### config.mk
export PLATFORM = sky130hd
export DESIGN_NAME = pit_timer
export DESIGN_NICKNAME = d
export VERILOG_FILES = /design/src/rtl/pit_pkg.sv /design/src/rtl/pit_prescaler.sv /design/src/rtl/pit_interval.sv /design/src/rtl/pit_elapsed.sv /design/src/rtl/pit_timer.sv
export SDC_FILE = /design/constraint.sdc
export NUM_CORES = 1
export LEC_CHECK = 0
export ABC_CLOCK_PERIOD_IN_PS = 6900
export BUFFER_PORTS_ARGS = -buffer_cell sky130_fd_sc_hd__buf_2
export CAP_MARGIN = 10
export CORE_UTILIZATION = 55
export CTS_CLUSTER_DIAMETER = 50
export DETAILED_ROUTE_END_ITERATION = 10
export PLACE_DENSITY = 0.88
export SYNTH_ARGS = -nofsm -noshare
export SYNTH_HDL_FRONTEND = slang
export SYNTH_SLANG_ARGS = --single-unit
export TNS_END_PERCENT = 20
### constraint.sdc
create_clock -name clk -period 6.9 [get_ports clk]
set_clock_uncertainty 0.1 [all_clocks]
set_input_delay 0.69 -clock clk [delete_from_list [all_inputs] [get_ports clk]]
set_output_delay 0.69 -clock clk [all_outputs]
set_load 0.1 [all_outputs]
### src/rtl/pit_pkg.sv
package pit_pkg;
  localparam int unsigned BUS_W = 32;

  // register select, from byte address bits 3:2
  typedef enum logic [1:0] {
    SEL_CTRL  = 2'd0,
    SEL_STAT  = 2'd1,
    SEL_ACK   = 2'd2,
    SEL_IMAGE = 2'd3
  } pit_reg_e;

  localparam int unsigned RUN_BIT = 24;
  localparam int unsigned IEN_BIT = 25;
endpackage

### src/rtl/pit_prescaler.sv
module pit_prescaler #(
  parameter int unsigned DIV_LOG2 = 4
) (
  input  logic clk,
  input  logic rst_n,
  input  logic run,
  output logic tick
);
  logic [DIV_LOG2-1:0] div_q;

  always_ff @(posedge clk) begin
    if (!rst_n)    div_q <= '0;
    else if (!run) div_q <= '0;
    else           div_q <= div_q + 1'b1;
  end

  assign tick = run && (&div_q);
endmodule

### src/rtl/pit_interval.sv
module pit_interval #(
  parameter int unsigned CNT_W = 20
) (
  input  logic             clk,
  input  logic             rst_n,
  input  logic             enable,
  input  logic             tick,
  input  logic [CNT_W-1:0] period,
  output logic [CNT_W-1:0] count,
  output logic             running,
  output logic             wrap
);
  logic [CNT_W-1:0] count_q;

  // keep going after disable until the count is back at zero
  assign running = enable || (count_q != '0);
  assign wrap    = tick && (count_q == period);

  always_ff @(posedge clk) begin
    if (!rst_n)    count_q <= '0;
    else if (wrap) count_q <= '0;
    else if (tick) count_q <= count_q + 1'b1;
  end

  assign count = count_q;
endmodule

### src/rtl/pit_elapsed.sv
module pit_elapsed #(
  parameter int unsigned OVF_W = 12
) (
  input  logic             clk,
  input  logic             rst_n,
  input  logic             wrap,
  input  logic             ack,
  output logic [OVF_W-1:0] periods,
  output logic             flag
);
  localparam logic [OVF_W-1:0] ONE = {{(OVF_W-1){1'b0}}, 1'b1};

  logic [OVF_W-1:0] periods_q;
  logic             flag_q;

  always_ff @(posedge clk) begin
    if (!rst_n) begin
      periods_q <= '0;
      flag_q    <= 1'b0;
    end else begin
      unique case ({ack, wrap})
        2'b11:   begin periods_q <= ONE;             flag_q <= 1'b1; end
        2'b10:   begin periods_q <= '0;              flag_q <= 1'b0; end
        2'b01:   begin periods_q <= periods_q + ONE; flag_q <= 1'b1; end
        default: ;
      endcase
    end
  end

  assign periods = periods_q;
  assign flag    = flag_q;
endmodule

### src/rtl/pit_timer.sv
module pit_timer #(
  parameter int unsigned DIV_LOG2 = 4,
  parameter int unsigned CNT_W    = 20,
  parameter int unsigned OVF_W    = 12
) (
  input  logic        clk,
  input  logic        rst_n,
  input  logic        bus_sel,
  input  logic        bus_wr,
  input  logic [3:0]  bus_addr,
  input  logic [31:0] bus_wdata,
  output logic [31:0] bus_rdata,
  output logic        irq
);
  import pit_pkg::*;

  localparam int unsigned SNAP_W = CNT_W + OVF_W;
  localparam logic [31:0] CTRL_MASK =
    (32'd1 << RUN_BIT) | (32'd1 << IEN_BIT) | ((32'd1 << CNT_W) - 32'd1);

  pit_reg_e         reg_sel;
  logic             wr_ctrl;
  logic             rd_ack;
  logic [CNT_W-1:0] period_q;
  logic             en_q;
  logic             ien_q;
  logic             tick;
  logic             running;
  logic             wrap;
  logic [CNT_W-1:0] cnt_q;
  logic [OVF_W-1:0] ovf_q;
  logic             flag_q;
  logic             unused_bits;

  assign reg_sel = pit_reg_e'(bus_addr[3:2]);
  assign wr_ctrl = bus_sel &&  bus_wr && (reg_sel == SEL_CTRL);
  assign rd_ack  = bus_sel && !bus_wr && (reg_sel == SEL_ACK);

  always_ff @(posedge clk) begin
    if (!rst_n) begin
      period_q <= '0;
      en_q     <= 1'b0;
      ien_q    <= 1'b0;
    end else if (wr_ctrl) begin
      period_q <= bus_wdata[CNT_W-1:0];
      en_q     <= bus_wdata[RUN_BIT];
      ien_q    <= bus_wdata[IEN_BIT];
    end
  end

  pit_prescaler #(.DIV_LOG2(DIV_LOG2)) u_pre (
    .clk   (clk),
    .rst_n (rst_n),
    .run   (running),
    .tick  (tick)
  );

  pit_interval #(.CNT_W(CNT_W)) u_ivl (
    .clk     (clk),
    .rst_n   (rst_n),
    .enable  (en_q),
    .tick    (tick),
    .period  (period_q),
    .count   (cnt_q),
    .running (running),
    .wrap    (wrap)
  );

  pit_elapsed #(.OVF_W(OVF_W)) u_ela (
    .clk     (clk),
    .rst_n   (rst_n),
    .wrap    (wrap),
    .ack     (rd_ack),
    .periods (ovf_q),
    .flag    (flag_q)
  );

  always_comb begin
    bus_rdata = '0;
    unique case (reg_sel)
      SEL_CTRL: begin
        bus_rdata[CNT_W-1:0] = period_q;
        bus_rdata[RUN_BIT]   = en_q;
        bus_rdata[IEN_BIT]   = ien_q;
      end
      SEL_STAT: bus_rdata[0] = flag_q;
      default:  bus_rdata[SNAP_W-1:0] = {ovf_q, cnt_q};
    endcase
  end

  assign irq = flag_q && ien_q;

  assign unused_bits = ^{bus_addr[1:0], bus_wdata & ~CTRL_MASK};
endmodule

==> Word-level counts from Yosys, hierarchy flattened <==
Cells that the tools add are included.
{ "totals": {"out_inout_bits": 33, "reg_bits": 59, "input_bits": 40} }
{ "classes": {"add_sub_neg": 3, "bitwise_logic": 1, "n_eq_ne": 6, "mux": 7, "n_reduce_logical": 18} }
{ "op_table": {"columns": ["cell", "n"], "rows": [
  ["$pmux 19 s2", 1],
  ["$pmux 12 s3", 1],
  ["$add 20x1->20 const B", 1],
  ["$eq 20x20->1", 1],
  ["$reduce_bool 20->1", 1],
  ["$add 12x1->12 const B", 1],
  ["$logic_and 1x1->1", 7],
  ["$eq 2x2->1 const B", 3],
  ["$mux 6", 1],
  ["$reduce_or 2->1", 3],
  ["$add 4x1->4 const B", 1],
  ["$eq 2x1->1 const B", 2],
  ["$mux 4", 1],
  ["$pmux 1 s2", 2],
  ["$pmux 2 s2", 1],
  ["$reduce_and 4->1", 1],
  ["$reduce_bool 3->1", 1],
  ["$logic_not 2->1", 1],
  ["$reduce_and 2->1", 1],
  ["$reduce_bool 2->1", 1],
  ["$logic_not 1->1", 1],
  ["$logic_or 1x1->1", 1],
  ["$not 1->1", 1]
]} }

==> Logic depth before layout (Yosys ltp) <==
{ "logic_depth": {"word_depth": 7, "depth_mapped": 13} }

==> Hierarchy <==
From an unflattened synthesis, not the netlist that was laid out.
{ "unflattened": {"hier_cells": 413, "hier_area_um2": 3424.5} }
{ "modules_own_cells": {"columns": ["mod", "area_per_inst_um2", "cells_each", "n_inst", "seq_area_each_um2"], "rows": [
  ["pit_timer", 1351.3, 183, 1, 440.4],
  ["pit_interval", 1211.2, 140, 1, 400.4],
  ["pit_elapsed", 705.7, 75, 1, 260.2],
  ["pit_prescaler", 156.4, 15, 1, 80.1]
]} }

==> Worst setup path after synthesis <==
No wires, ideal clock.
{ "synth_path": {"path_kind": "input-to-output", "start": "input port bus_addr[3]", "end": "output port bus_rdata[15]", "required_ns": 6.110, "path_slack_ns": 2.954, "arrival_ns": 3.156, "cell_stages": 3, "cell_sequence": "clkbuf_1 clkbuf_1 o21ai_0"} }
{ "synth_between": {"elab_chain_cells": 2} }
{ "synth_rtl": {"columns": ["item", "line_no", "text"], "rows": [
  ["start: declaration", "pit_timer.sv:10", "input logic [3:0] bus_addr,"],
  ["$eq 2x1->1 / $logic_not 2->1 (equally long branches)", "pit_timer.sv:80", "unique case (reg_sel)"],
  ["$pmux 19 s2 (*)", "pit_timer.sv:80", null],
  ["end: declaration", "pit_timer.sv:12", "output logic [31:0] bus_rdata,"]
]} }
Every way passes the cells marked *; elsewhere a longest branch is shown, timed or not.

==> Final worst setup path <==
{ "layout_path": {"start": "register u_ivl.count_q[9] (netlist: u_ivl.count[9])", "end": "register u_ela.periods_q[11] (netlist: u_ela.periods[11])"} }
{ "layout_between": {"elab_chain_cells": 6} }
{ "layout_rtl": {"columns": ["item", "line_no", "text"], "rows": [
  ["start: declaration", "pit_interval.sv:13", "logic [CNT_W-1:0] count_q;"],
  ["start signal: assignment", "pit_interval.sv:22", "else if (tick) count_q <= count_q + 1'b1;"],
  ["$reduce_bool 20->1", "pit_interval.sv:16", "assign running = enable || (count_q != '0);"],
  ["$logic_or 1x1->1", "pit_interval.sv:16", null],
  ["$logic_and 1x1->1", "pit_prescaler.sv:17", "assign tick = run && (&div_q);"],
  ["$logic_and 1x1->1 (*)", "pit_interval.sv:17", "assign wrap = tick && (count_q == period);"],
  ["$eq 2x1->1 / $eq 2x2->1 (equally long branches)", "pit_elapsed.sv:21", "unique case ({ack, wrap})"],
  ["$pmux 12 s3 / $reduce_bool 3->1 (equally long branches)", null, null],
  ["end signal: assignment", "pit_elapsed.sv:22", "2'b11: begin periods_q <= ONE; flag_q <= 1'b1; end"],
  ["end signal: assignment", "pit_elapsed.sv:23", "2'b10: begin periods_q <= '0; flag_q <= 1'b0; end"],
  ["end signal: assignment", "pit_elapsed.sv:24", "2'b01: begin periods_q <= periods_q + ONE; flag_q <= 1'b1; end"],
  ["end: declaration", "pit_elapsed.sv:13", "logic [OVF_W-1:0] periods_q;"]
]} }
Marks and branches as above.
A chain may end at the register's enable or synchronous reset.

==> Flow_metrics.wiki <==
{| class="wikitable"
! Metric !! Value
|-
| Result of the run || completed
|-
| Synth Area in XOR/XNOR || 13.00%
|-
| Ys flop type || sky130_fd_sc_hd__dfxtp_1
|-
| Synthesized instance count || 421
|-
| Largest net degree at the start of global routing || 58
|-
| WL per Instance || 14.18 um
|-
| Ratio of cells with drive above 1 in the final layout || 19.02%
|-
| Crit path setup slack, layout || 3638 ps
|-
| Critical R2R Launch || u_ivl.count[9]
|-
| Count of distinct cell types in the synthesized netlist || 43
|-
| Netlist Area Pre-Place || 3369 um2
|-
| Period Utilization, post-route || 47.27%
|-
| Finished Cell Area || 3804 um2
|-
| GPL Wtd Cong || 0.8693
|-
| Unrepaired setup endpoints after global routing || false
|-
| Final Instance Count excl. Fillers || 543
|-
| Number of placed I/O pins || 73
|-
| Resized Gates After CTS || 0
|-
| CTS H-Tree Depth || 3
|-
| Worst R2R Path Depth || 9
|-
| Insertion delay of the later-clocked pin in the worst-skew pair || 350 ps
|-
| Post-synthesis average cell area || 8.004 um2
|-
| Overall die area || 6443 um2
|-
| Type of the most critical hold path || register to register
|-
| Global-route wire length before repair || 12,500 um
|-
| Number of flops mapped to enable cells by yosys || 0
|-
| Hold worst-path end || u_pre.div_q[0]
|-
| Post-DP HPWL || 5459 um
|-
| Met1 usage || 33.82%
|-
| Vias post-DR || 2,982
|-
| Final Max Slew Viols || 0
|-
| Worst R2R End || u_ela.periods[11]
|-
| Number of DRC markers in iteration 0 || 267
|-
| Startpoint Class || register
|-
| Final setup violation count || 0
|-
| Core Footprint || 5921 um2
|-
| Hold path startpoint || u_pre.div_q[0]
|-
| Count of synthesis-stage warnings from yosys || 0
|-
| Synth async-reset ratio || 0%
|-
| First-pass detailed-route iteration total || 5
|-
| Die height || 80.27 um
|-
| Placed standard-cell area || 3578 um2
|-
| Final-layout worst hold slack || 362.9 ps
|-
| Count leader, synth || sky130_fd_sc_hd__nand2_1
|-
| Critical path type || register to register
|-
| Final-report hold violation count || 0
|-
| Post-route DRC || 0
|-
| Total power divided by cell area || 196.7 nW/um2
|-
| Cell count after placement || 527
|-
| IR drop worst, VDD || 0.1279 mV
|-
| GR met3 Demand/Resource || 6.591%
|-
| Sequential cell area fraction in the yosys report || 35.05%
|-
| Sinks on Clock Net || 59
|-
| TritonCTS Buffers || 9
|-
| Number of rows created at floorplan || 28
|-
| Number of antenna violations at the first check in global routing || 0
|-
| Area added between synthesis and finish || 12.89%
|-
| Post-synth top area share || 35.05%
|-
| Worst slew pin tran || 887.0 ps
|-
| Reported leakage power || 1.600 nW
|-
| Number of synthesized register bits || 59
|-
| Post-layout net count || 510
|-
| Syn Nets || 468
|-
| Most area-consuming cells after synthesis || sky130_fd_sc_hd__dfxtp_1, sky130_fd_sc_hd__nand2_1, sky130_fd_sc_hd__xor2_1
|-
| Clock transition at the register clock pins on the worst setup and hold paths after CTS || 70 ps
|-
| Max frequency || 0.3066 GHz
|-
| Setup slack of the most critical reg-to-reg path || 3640 ps
|-
| Layer carrying the most global-route usage || met2
|-
| Cell type contributing the most total cell area after synthesis || sky130_fd_sc_hd__dfxtp_1
|-
| Post-CTS Setup Inserts || 0
|-
| Overall track demand over capacity in global routing || 25.71%
|-
| Crit path arrival time || 3370 ps
|-
| Grt total ovfl || 0
|-
| Vias in the first global route || 2,656
|-
| Fraction of synthesized area in multiplexers || 0.5941%
|-
| Shortest period the worst path allows || 3262 ps
|-
| Initial core utilization || 56.91%
|-
| Horiz. Die Dim || 80.27 um
|-
| Max Cap Viol || 0
|-
| Total Routed Length || 7698 um
|-
| Synth Area in Simple Gates || 31.34%
|-
| Cells on Worst Hold Path || 1
|-
| Longest Clk Path Bufs || 2
|-
| Compound-cell area share of the yosys netlist || 10.81%
|-
| Clock Root Buffer || sky130_fd_sc_hd__clkbuf_8
|-
| Post-Synth Adder-Cell Area || 2.599%
|-
| CTS tree || yes
|-
| Met2 Use GR || 39.40%
|-
| Post-DRT Antenna Nets || 0
|-
| Vias per std cell || 5.492
|-
| Port-buffer cells || 60
|-
| Hold buffer count at cts || 0
|-
| Accumulated negative setup slack || 0 ps
|-
| Kind of capture point of the worst setup path || register
|-
| Main combinational cell family by area after synthesis || simple AND/OR/NAND/NOR gates
|-
| DP Worst Slack || 3740 ps
|-
| Worst slew margin relative to its limit || 40.87%
|-
| Number of inserted filler cells in the final layout || 487
|-
| Critical-path maximum fanout || 12
|-
| Number of inserted diodes || 0
|-
| Required time worst endpoint || 7010 ps
|-
| Most frequent cells after synthesis || sky130_fd_sc_hd__nand2_1, sky130_fd_sc_hd__dfxtp_1, sky130_fd_sc_hd__nor2_1, sky130_fd_sc_hd__xor2_1, sky130_fd_sc_hd__o21ai_0
|}
## metal layers
metal / routed length (um) / share of wire, %
met4: 211 / 2.7
met2: 3604 / 47
met3: 470 / 6.1
met5: 0 / 0
met1: 3412 / 44
## power breakdown
part           total (W)  internal [W]  switching, W
clock           0.000357      0.000205      0.000151
combinational  0.0000447     0.0000152     0.0000295
sequential      0.000347      0.000343    0.00000328
## per-stage QoR
step                power (W)  utilization [%]
floorplan           0.0003861                -
finish              0.0007481            64.24
detailed placement  0.0003989            60.44
CTS                 0.0007542            64.24
global route        0.0007749            64.24
global placement    0.0003975            60.44
## area by class of cell
type,count,area [um2],area share (%)
well taps,75,93.84,2.467
repair buffers,60,300.3,7.895
inverters,10,37.54,0.9868
clock buffers,9,123.9,3.257
clock inverters,7,101.3,2.664
multi-input cells,323,1966,51.68
flip-flops and latches,59,1181,31.05
## critical path, stage by stage, from the launching register on
cell and delay (ps):
sky130_fd_sc_hd__dfxtp_1 510, sky130_fd_sc_hd__xor2_1 110, sky130_fd_sc_hd__nor4_1 430, sky130_fd_sc_hd__nand3_1 250
sky130_fd_sc_hd__or3_1 420, sky130_fd_sc_hd__ha_1 360, sky130_fd_sc_hd__nand4b_1 350, sky130_fd_sc_hd__nor4_1 370
sky130_fd_sc_hd__xnor2_1 170, sky130_fd_sc_hd__nor2_1 50
## logic make-up (layout without fill, tap and decap cells)
logic type      after synthesis  in the layout
mux                           2              2
buf+inv                      39             86
flops                        59             59
simple gates                210            210
xor+xnor                     50             50
compound gates               54             54
fa+ha+maj                     7              7
## cell usage in the layout (no fill, tap or decap), types with 2 or more instances in the layout
| cell type | Yosys | layout |
|---|---|---|
| sky130_fd_sc_hd__xor2_1 | 33 | 33 |
| sky130_fd_sc_hd__dfxtp_1 | 59 | 59 |
| sky130_fd_sc_hd__inv_1 | 10 | 10 |
| sky130_fd_sc_hd__nand3_1 | 9 | 9 |
| sky130_fd_sc_hd__mux2i_1 | 2 | 2 |
| sky130_fd_sc_hd__nand3b_1 | 2 | 2 |
| sky130_fd_sc_hd__nand2b_1 | 21 | 21 |
| sky130_fd_sc_hd__nor3_1 | 7 | 7 |
| sky130_fd_sc_hd__nor2b_1 | 3 | 3 |
| sky130_fd_sc_hd__clkbuf_8 | 0 | 9 |
| sky130_fd_sc_hd__buf_2 | 3 | 60 |
| sky130_fd_sc_hd__a21boi_0 | 23 | 23 |
| sky130_fd_sc_hd__and2_1 | 13 | 13 |
| sky130_fd_sc_hd__ha_1 | 7 | 7 |
| sky130_fd_sc_hd__clkinvlp_4 | 0 | 2 |
| sky130_fd_sc_hd__nor2_2 | 3 | 3 |
| sky130_fd_sc_hd__o21ai_0 | 25 | 25 |
| sky130_fd_sc_hd__bufinv_16 | 0 | 2 |
| sky130_fd_sc_hd__nand4_1 | 10 | 10 |
| sky130_fd_sc_hd__nor4_2 | 2 | 2 |
| sky130_fd_sc_hd__clkinv_4 | 0 | 2 |
| sky130_fd_sc_hd__nor2_1 | 38 | 38 |
| sky130_fd_sc_hd__nand2_1 | 78 | 78 |
| sky130_fd_sc_hd__and3_1 | 3 | 3 |
| sky130_fd_sc_hd__xnor2_1 | 17 | 17 |
| sky130_fd_sc_hd__nor4_1 | 10 | 10 |
## worst max-delay path by stage
stage,slack (ps),cells after the start,start,endpoint
6_report,3640,9,u_ivl.count[9],u_ela.periods[11]
5_1_grt,3480,12,u_ivl.count[0],u_ela.periods[9]
4_1_cts,3700,9,u_ivl.count[5],u_ela.periods[11]
3_5_place_dp,3740,9,u_ivl.count[5],u_ela.periods[11]
3_3_place_gp,3790,9,u_ivl.count[9],u_ela.periods[11]
2_1_floorplan,2950,3,bus_addr[3],bus_rdata[15]
## state kept, by name, indices dropped and copies added (netlist names)
register       cells
u_ela.periods     12
u_pre.div_q        4
u_ela.flag         1
u_ivl.count       20
ien_q              1
en_q               1
period_q          20
Power figures use the tool's default switching activity.
